<file path="config.mk">
export PLATFORM = sky130hd
export DESIGN_NAME = acc_seq
export DESIGN_NICKNAME = d
export VERILOG_FILES = /design/src/rtl/acc_seq.sv
export SDC_FILE = /design/constraint.sdc
export NUM_CORES = 1
export LEC_CHECK = 0
export ABC_AREA = 1
export BUFFER_PORTS_ARGS = -buffer_cell sky130_fd_sc_hd__clkbuf_2
export CORE_MARGIN = 10
export CORE_UTILIZATION = 55
export CTS_BUF_LIST = sky130_fd_sc_hd__clkbuf_8 sky130_fd_sc_hd__clkbuf_16
export CTS_CLUSTER_SIZE = 30
export DETAILED_ROUTE_END_ITERATION = 10
export GPL_TIMING_DRIVEN = 0
export PLACE_DENSITY = 0.8
export SLEW_MARGIN = 25
export SYNTH_ARGS = -nofsm -noshare
export SYNTH_HDL_FRONTEND = slang
export SYNTH_SLANG_ARGS = --single-unit
</file>
<file path="constraint.sdc">
create_clock -name clk -period 2 [get_ports clk]
set_input_delay 0.2 -clock clk [delete_from_list [all_inputs] [get_ports clk]]
set_output_delay 0.2 -clock clk [all_outputs]
set_load 0.02 [all_outputs]
</file>
<file path="src/rtl/acc_seq.sv">
module acc_seq #(
  parameter int DW = 16,
  parameter int AW = 12,
  parameter int OPW = 4,
  parameter int DEVW = 4,
  parameter logic [AW-1:0] START_ADDR = '0
) (
  input  logic            clk,
  input  logic            rst_n,
  input  logic            halt,
  output logic [AW-1:0]   mem_addr,
  output logic            mem_rd,
  output logic            mem_wr,
  output logic [DW-1:0]   mem_wdata,
  input  logic [DW-1:0]   mem_rdata,
  output logic [DEVW-1:0] dev_num,
  output logic            dev_rd,
  input  logic [DW-1:0]   dev_rdata,
  output logic            dev_wr,
  output logic [DW-1:0]   dev_wdata,
  output logic [3:0]      cyc_state
);
  localparam logic [AW-1:0] PC_STEP = AW'(1);
  localparam logic [OPW-1:0] OP_LD  = OPW'(4'h1);
  localparam logic [OPW-1:0] OP_ST  = OPW'(4'h2);
  localparam logic [OPW-1:0] OP_IN  = OPW'(4'h3);
  localparam logic [OPW-1:0] OP_ADD = OPW'(4'h5);
  localparam logic [OPW-1:0] OP_OUT = OPW'(4'h7);

  typedef enum logic [3:0] {
    F_MAR = 4'd0, F_RD = 4'd1, F_MBR = 4'd2, F_IR = 4'd3,
    X_MAR = 4'd4, X_RD = 4'd5, X_MBR = 4'd6, X_ACC = 4'd7,
    X_BUF = 4'd8, X_WR = 4'd9, X_DIN = 4'd10, X_DOUT = 4'd11
  } step_t;

  step_t          state;
  logic [AW-1:0]  pc, mar;
  logic [DW-1:0]  mbr, ir, acc;
  logic [OPW-1:0] opcode;

  assign opcode    = ir[DW-1 -: OPW];
  assign mem_addr  = mar;
  assign mem_rd    = (state == F_RD) || (state == X_RD);
  assign mem_wr    = (state == X_WR);
  assign mem_wdata = mbr;
  assign dev_num   = mar[DEVW-1:0];
  assign dev_rd    = (state == X_DIN);
  assign dev_wr    = (state == X_DOUT);
  assign dev_wdata = acc;
  assign cyc_state = state;

  always_ff @(posedge clk) begin
    if (!rst_n) begin
      state <= F_MAR;
      pc    <= START_ADDR;
      mar   <= '0;
      mbr   <= '0;
      ir    <= '0;
      acc   <= '0;
    end else begin
      case (state)
        F_MAR: begin
          mar <= pc;
          if (!halt) state <= F_RD;
        end
        F_RD: begin
          pc    <= pc + PC_STEP;
          state <= F_MBR;
        end
        F_MBR: begin
          mbr   <= mem_rdata;
          state <= F_IR;
        end
        F_IR: begin
          ir    <= mbr;
          state <= X_MAR;
        end
        X_MAR: begin
          mar <= ir[AW-1:0];
          case (opcode)
            OP_LD, OP_ADD: state <= X_RD;
            OP_ST:         state <= X_BUF;
            OP_IN:         state <= X_DIN;
            OP_OUT:        state <= X_DOUT;
            default:       state <= F_MAR;
          endcase
        end
        X_RD:  state <= X_MBR;
        X_MBR: begin
          mbr   <= mem_rdata;
          state <= X_ACC;
        end
        X_ACC: begin
          acc   <= (opcode == OP_ADD) ? acc + mbr : mbr;
          state <= F_MAR;
        end
        X_BUF: begin
          mbr   <= acc;
          state <= X_WR;
        end
        X_WR:  state <= F_MAR;
        X_DIN: begin
          acc   <= dev_rdata;
          state <= F_MAR;
        end
        X_DOUT: state <= F_MAR;
        default: state <= F_MAR;
      endcase
    end
  end

  assert_no_rd_wr_R5: assert property (@(posedge clk) disable iff (!rst_n)
    !(mem_rd && mem_wr));

  assert_pc_step_R2: assert property (@(posedge clk) disable iff (!rst_n)
    (state == F_RD) |=> (pc == $past(pc) + PC_STEP));

  assert_pc_hold_R2: assert property (@(posedge clk) disable iff (!rst_n)
    (state != F_RD) |=> $stable(pc));

  assert_ir_from_mbr_R1: assert property (@(posedge clk) disable iff (!rst_n)
    (state == F_IR) |=> (ir == $past(mbr)));

  assert_store_data_R5: assert property (@(posedge clk) disable iff (!rst_n)
    mem_wr |-> (mem_wdata == acc));

  assert_acc_quiet_R8: assert property (@(posedge clk) disable iff (!rst_n)
    (state != X_ACC && state != X_DIN) |=> $stable(acc));

  assert_halt_hold_R10: assert property (@(posedge clk) disable iff (!rst_n)
    (state == F_MAR && halt) |=> (state == F_MAR && !mem_rd && !mem_wr && !dev_rd && !dev_wr));
endmodule

</file>
Word level (Yosys, flattened, before mapping)
Index checks and enable logic that the tools add are counted.
{"block": "word_totals", "inputBits": 35, "register_bits": 76, "output_inout_bits": 56, "word_cells": 39}
{"block": "classes", "n_mux": 7, "eq_ne": 17, "addsub": 2, "n_reduce_logical": 7}
{"op": "case mux 16 bit (2 select lines)", "n": 2}
{"op": "case mux 4 bit (8 select lines)", "n": 1}
{"op": "equality test 4 x 3 -> 1 bit, second input constant", "n": 6}
{"op": "case mux 12 bit (2 select lines)", "n": 1}
{"op": "adder 16 bit", "n": 1}
{"op": "equality test 4 x 2 -> 1 bit, second input constant", "n": 4}
{"op": "equality test 4 bit, second input constant", "n": 4}
{"op": "2-to-1 mux 16 bit", "n": 1}
{"op": "case mux 4 bit (4 select lines)", "n": 1}
{"op": "adder 12 x 1 -> 12 bit, second input constant", "n": 1}
{"op": "equality test 4 x 1 -> 1 bit, second input constant", "n": 2}
{"op": "nonzero test 2 bit", "n": 3}
{"op": "logical NOT 4 bit", "n": 1}
{"op": "2-to-1 mux 4 bit", "n": 1}
{"op": "OR reduction 2 bit", "n": 2}
{"op": "!= test 2 bit, second input constant", "n": 1}
{"op": "logical OR 1 bit", "n": 1}

Depth between registers and ports, before layout
{"block": "logic_depth", "ltp_word": 4, "depth_mapped": 13}

Worst setup path before layout
Ideal clock, no wire load.
{"block": "synth_path", "path_type": "reg-to-reg", "from": "register mbr[0], in the netlist mem_wdata[0]", "to": "register acc[8], in the netlist dev_wdata[8]", "arrival_time_ns": 1.712, "synth_period_minus_slack_ns": 1.845, "setup_ns": 0.132, "slack_ns": 0.155, "n_path_buf": 0, "stages_incl_launch_ff": 10, "cell_sequence": "dfxtp_1 > ha_1 > fa_1 > nand2_1 > nand2_1 > and2_1 > a21oi_1 > xnor2_1 > o21ai_0 > a21oi_1"}
{"block": "synth_via", "elab_chain_len": 3}
{"item": "start: declaration", "line_no": "38", "source": "logic [DW-1:0] mbr, ir, acc;"}
{"item": "start signal: assignment", "line_no": "71", "source": "mbr <= mem_rdata;"}
{"item": "start signal: assignment", "line_no": "90", "source": "mbr <= mem_rdata;"}
{"item": "adder 16 bit", "line_no": "94", "source": "acc <= (opcode == OP_ADD) ? acc + mbr : mbr;"}
{"item": "2-to-1 mux 16 bit", "line_no": "94"}
{"item": "case mux 16 bit (2 select lines)", "line_no": "61", "source": "case (state)"}
{"item": "end signal: assignment", "line_no": "94"}
{"item": "end signal: assignment", "line_no": "103", "source": "acc <= dev_rdata;"}
{"item": "end: declaration", "line_no": "38"}
No other way between the ends.
A chain may end at the register's enable or synchronous reset.

Worst setup path in the final report
{"block": "layout_path", "from": "register mbr[5], in the netlist mem_wdata[5]", "to": "register acc[7], in the netlist dev_wdata[7]"}
The elaborated chain is that of the path after synthesis.

==> flow_summary.ini <==
[sta]
hold_viol_final = 0
finClkSkew_ps = 12.8
period_share = 0.982
finalCriticalPeriod_ps = 1960
grt_setup_unrepaired = yes
setup_viol = 0
slew_violations = 0
fmax_mhz = 509
relSlewSlack = 0.492
tightest_slew_ps = 762

[clock_tree]
clock_sinks = 76
clkTransAtPathRegs_ps = 90
ctsLongestPathBuffers = 2
clk_latency_ps = 360
cts_buffers = 9
cts_tree = built
cts_hold_buf = 0
cts-root-buf = clkbuf_8
cts_htree_levels = 3

[die]
die-width_um = 109
core_area_um2 = 7730
rows = 32
io_pins = 91
die_h_um = 109
die_area_um2 = 12000
start_util = 0.568

[global_route]
antenna_found_initial = 0
overflow = 0
grtUsageMet3 = 0.0550
grt_pass1_vias = 4404
grt_first_pass_wirelength_um = 21900
grt.busiest_layer = met2
grtUsageMet1 = 0.304
grtUsageTotal = 0.228
use_met2 = 0.360
grt_max_degree = 17

[critical_path]
cp_max_fo = 4
crit_start = mem_wdata[5]$_SDFFE_PN0P_
critical_path_required_ps = 2220
reg2reg_from = mem_wdata[5]$_SDFFE_PN0P_
crit_arrival_ps = 2190
r2r_cells = 10
reg2reg_setup_slack_ps = 40
critPathKind = register to register
cp-start-kind = register
critPathCapture = dev_wdata[7]$_SDFFE_PN0P_
reg2reg_to = dev_wdata[7]$_SDFFE_PN0P_
worst_setup_path_end_kind = register

[run]
cap_violations = 0

[placed_design]
port_buffers = 90
dp_hpwl_um = 10800
placed_area_um2 = 4970
gp_congestion = 0.939

[drt]
firstDrtPassIters = 7
drt_wl_total_um = 13900
drt-wirelength-per-cell_um = 16.2
drt-vias-per-instance = 5.50
drc_errors = 0
dr_total_vias = 4721
drtIter0Drc = 419
ant_nets = 0

[layout]
seqCellArea_um2 = 1530
n_antenna_cell = 0
final_area_um2 = 5220
area_growth_pct = 18.9
post-route-util = 0.675
multi_input_area_um2 = 2400
final_common_cell = nand2_1
drive_above_1_share = 0.232
mostFrequentLayoutCells = nand2_1, clkbuf_2, inv_1
n_fill_cell = 713
nNetsFinal = 804

[logic_synthesis]
syn_nets = 702
async_flop_share = 0
synth-seq-cells = 76
synth_cells = 650
synth_area_per_cell_um2 = 6.75
synth_ff_type = dfxtp_1
ys_seq_area_frac = 0.347
synth_edf_count = 0
synth_warnings = 0
yosysUniqueCellTypes = 40
synth.cell_area_um2 = 4390

[power]
power.leakage_uw = 0.00252
peakVddDrop_v = 0.000579
pwr_density_cell_nw_per_um2 = 748
power_uw = 3900

[hold_path]
hold_class = input port to register

[run_status]
outcome = complete, no violations
## cells by family after synthesis
| logic type | synth area share |
|---|---|
| compound gates | 0.208 |
| buf+inv | 0.116 |
| flops | 0.347 |
| simple gates | 0.265 |
| fa+ha+maj | 0.0502 |
| xor+xnor | 0.0140 |
## how the worst min path moves through the flow
stage / from / endpoint / depth (start not counted)
2_1_floorplan: rst_n / dev_wdata[0]$_SDFFE_PN0P_ / 2
3_3_place_gp: mem_rdata[0] / mem_wdata[0]$_SDFFE_PN0P_ / 3
3_5_place_dp: dev_rdata[0] / dev_wdata[0]$_SDFFE_PN0P_ / 3
4_1_cts: dev_rdata[0] / dev_wdata[0]$_SDFFE_PN0P_ / 3
5_1_grt: dev_rdata[0] / dev_wdata[0]$_SDFFE_PN0P_ / 3
6_report: dev_rdata[0] / dev_wdata[0]$_SDFFE_PN0P_ / 3
## sequential cells by signal (all words and copies together) (netlist names)
name and count:
cyc_state 4, ir 16, mem_addr 12, pc 12, dev_wdata 16, mem_wdata 16
## report_power, final
group          internal (uW)  switching (uW)  total, uW
clock                    485             680       1170
sequential              1640             138       1780
combinational            324             638        962
total                   2450            1460       3900
## worst max-delay path, stage by stage (launching register included)
cell,delay (ps)
dfxtp_1,350
ha_1,370
nand2_1,110
inv_1,70
a21oi_1,220
nand2_2,120
or2_2,290
nand3_1,90
nand3_1,80
nand2_1,70
a21oi_1,60
## per-layer routing
| layer | routed length, um | vias up |
|---|---|---|
| li1 | - | 2331 |
| met1 | 6000 | 2126 |
| met2 | 6190 | 244 |
| met3 | 1490 | 20 |
| met4 | 231 | 0 |
| met5 | 0 | - |
## area by class of cell
type	instances	area share
buffer	29	0.0331
clock buffer	9	0.0237
clock inverter	7	0.0130
inverter	88	0.0643
multi-input combinational	457	0.460
sequential	76	0.294
tap	102	0.0245
timing repair buffer	91	0.0878
## synth_stat cells, types with 5 or more instances
cell	count	share of area
a221oi_1	5	0.010
inv_1	79	0.068
ha_1	16	0.046
buf_2	8	0.0091
o21ai_2	5	0.010
dfxtp_1	76	0.35
a31oi_1	11	0.016
clkbuf_1	11	0.0094
o21ai_0	51	0.058
nand3_1	19	0.022
a21oi_1	69	0.079
nor3_1	8	0.0091
buf_4	5	0.0086
nor2_1	66	0.056
a211oi_1	13	0.022
nor2_2	7	0.010
inv_2	7	0.0060
nand2_1	148	0.13
## stage by stage
stage                     TNS, ps  instances  worst slack, ps  hold WS [ps]
after floorplan                 0        650              155           338
after global placement          0        842             75.8           463
after detailed placement        0        842             32.4           459
after CTS                       0        859             7.35          79.3
after global routing        -10.8        859            -7.37          72.5
final                           0        859             36.4          69.9
## what timing repair did
action	4_1_cts	5_1_grt
endpoints found under the setup margin	2	7
setup buffers	1	0
gates resized for setup	1	19
pin swaps	1	0
endpoints found under the hold margin	0	0
(Power assumes the default switching activity.)
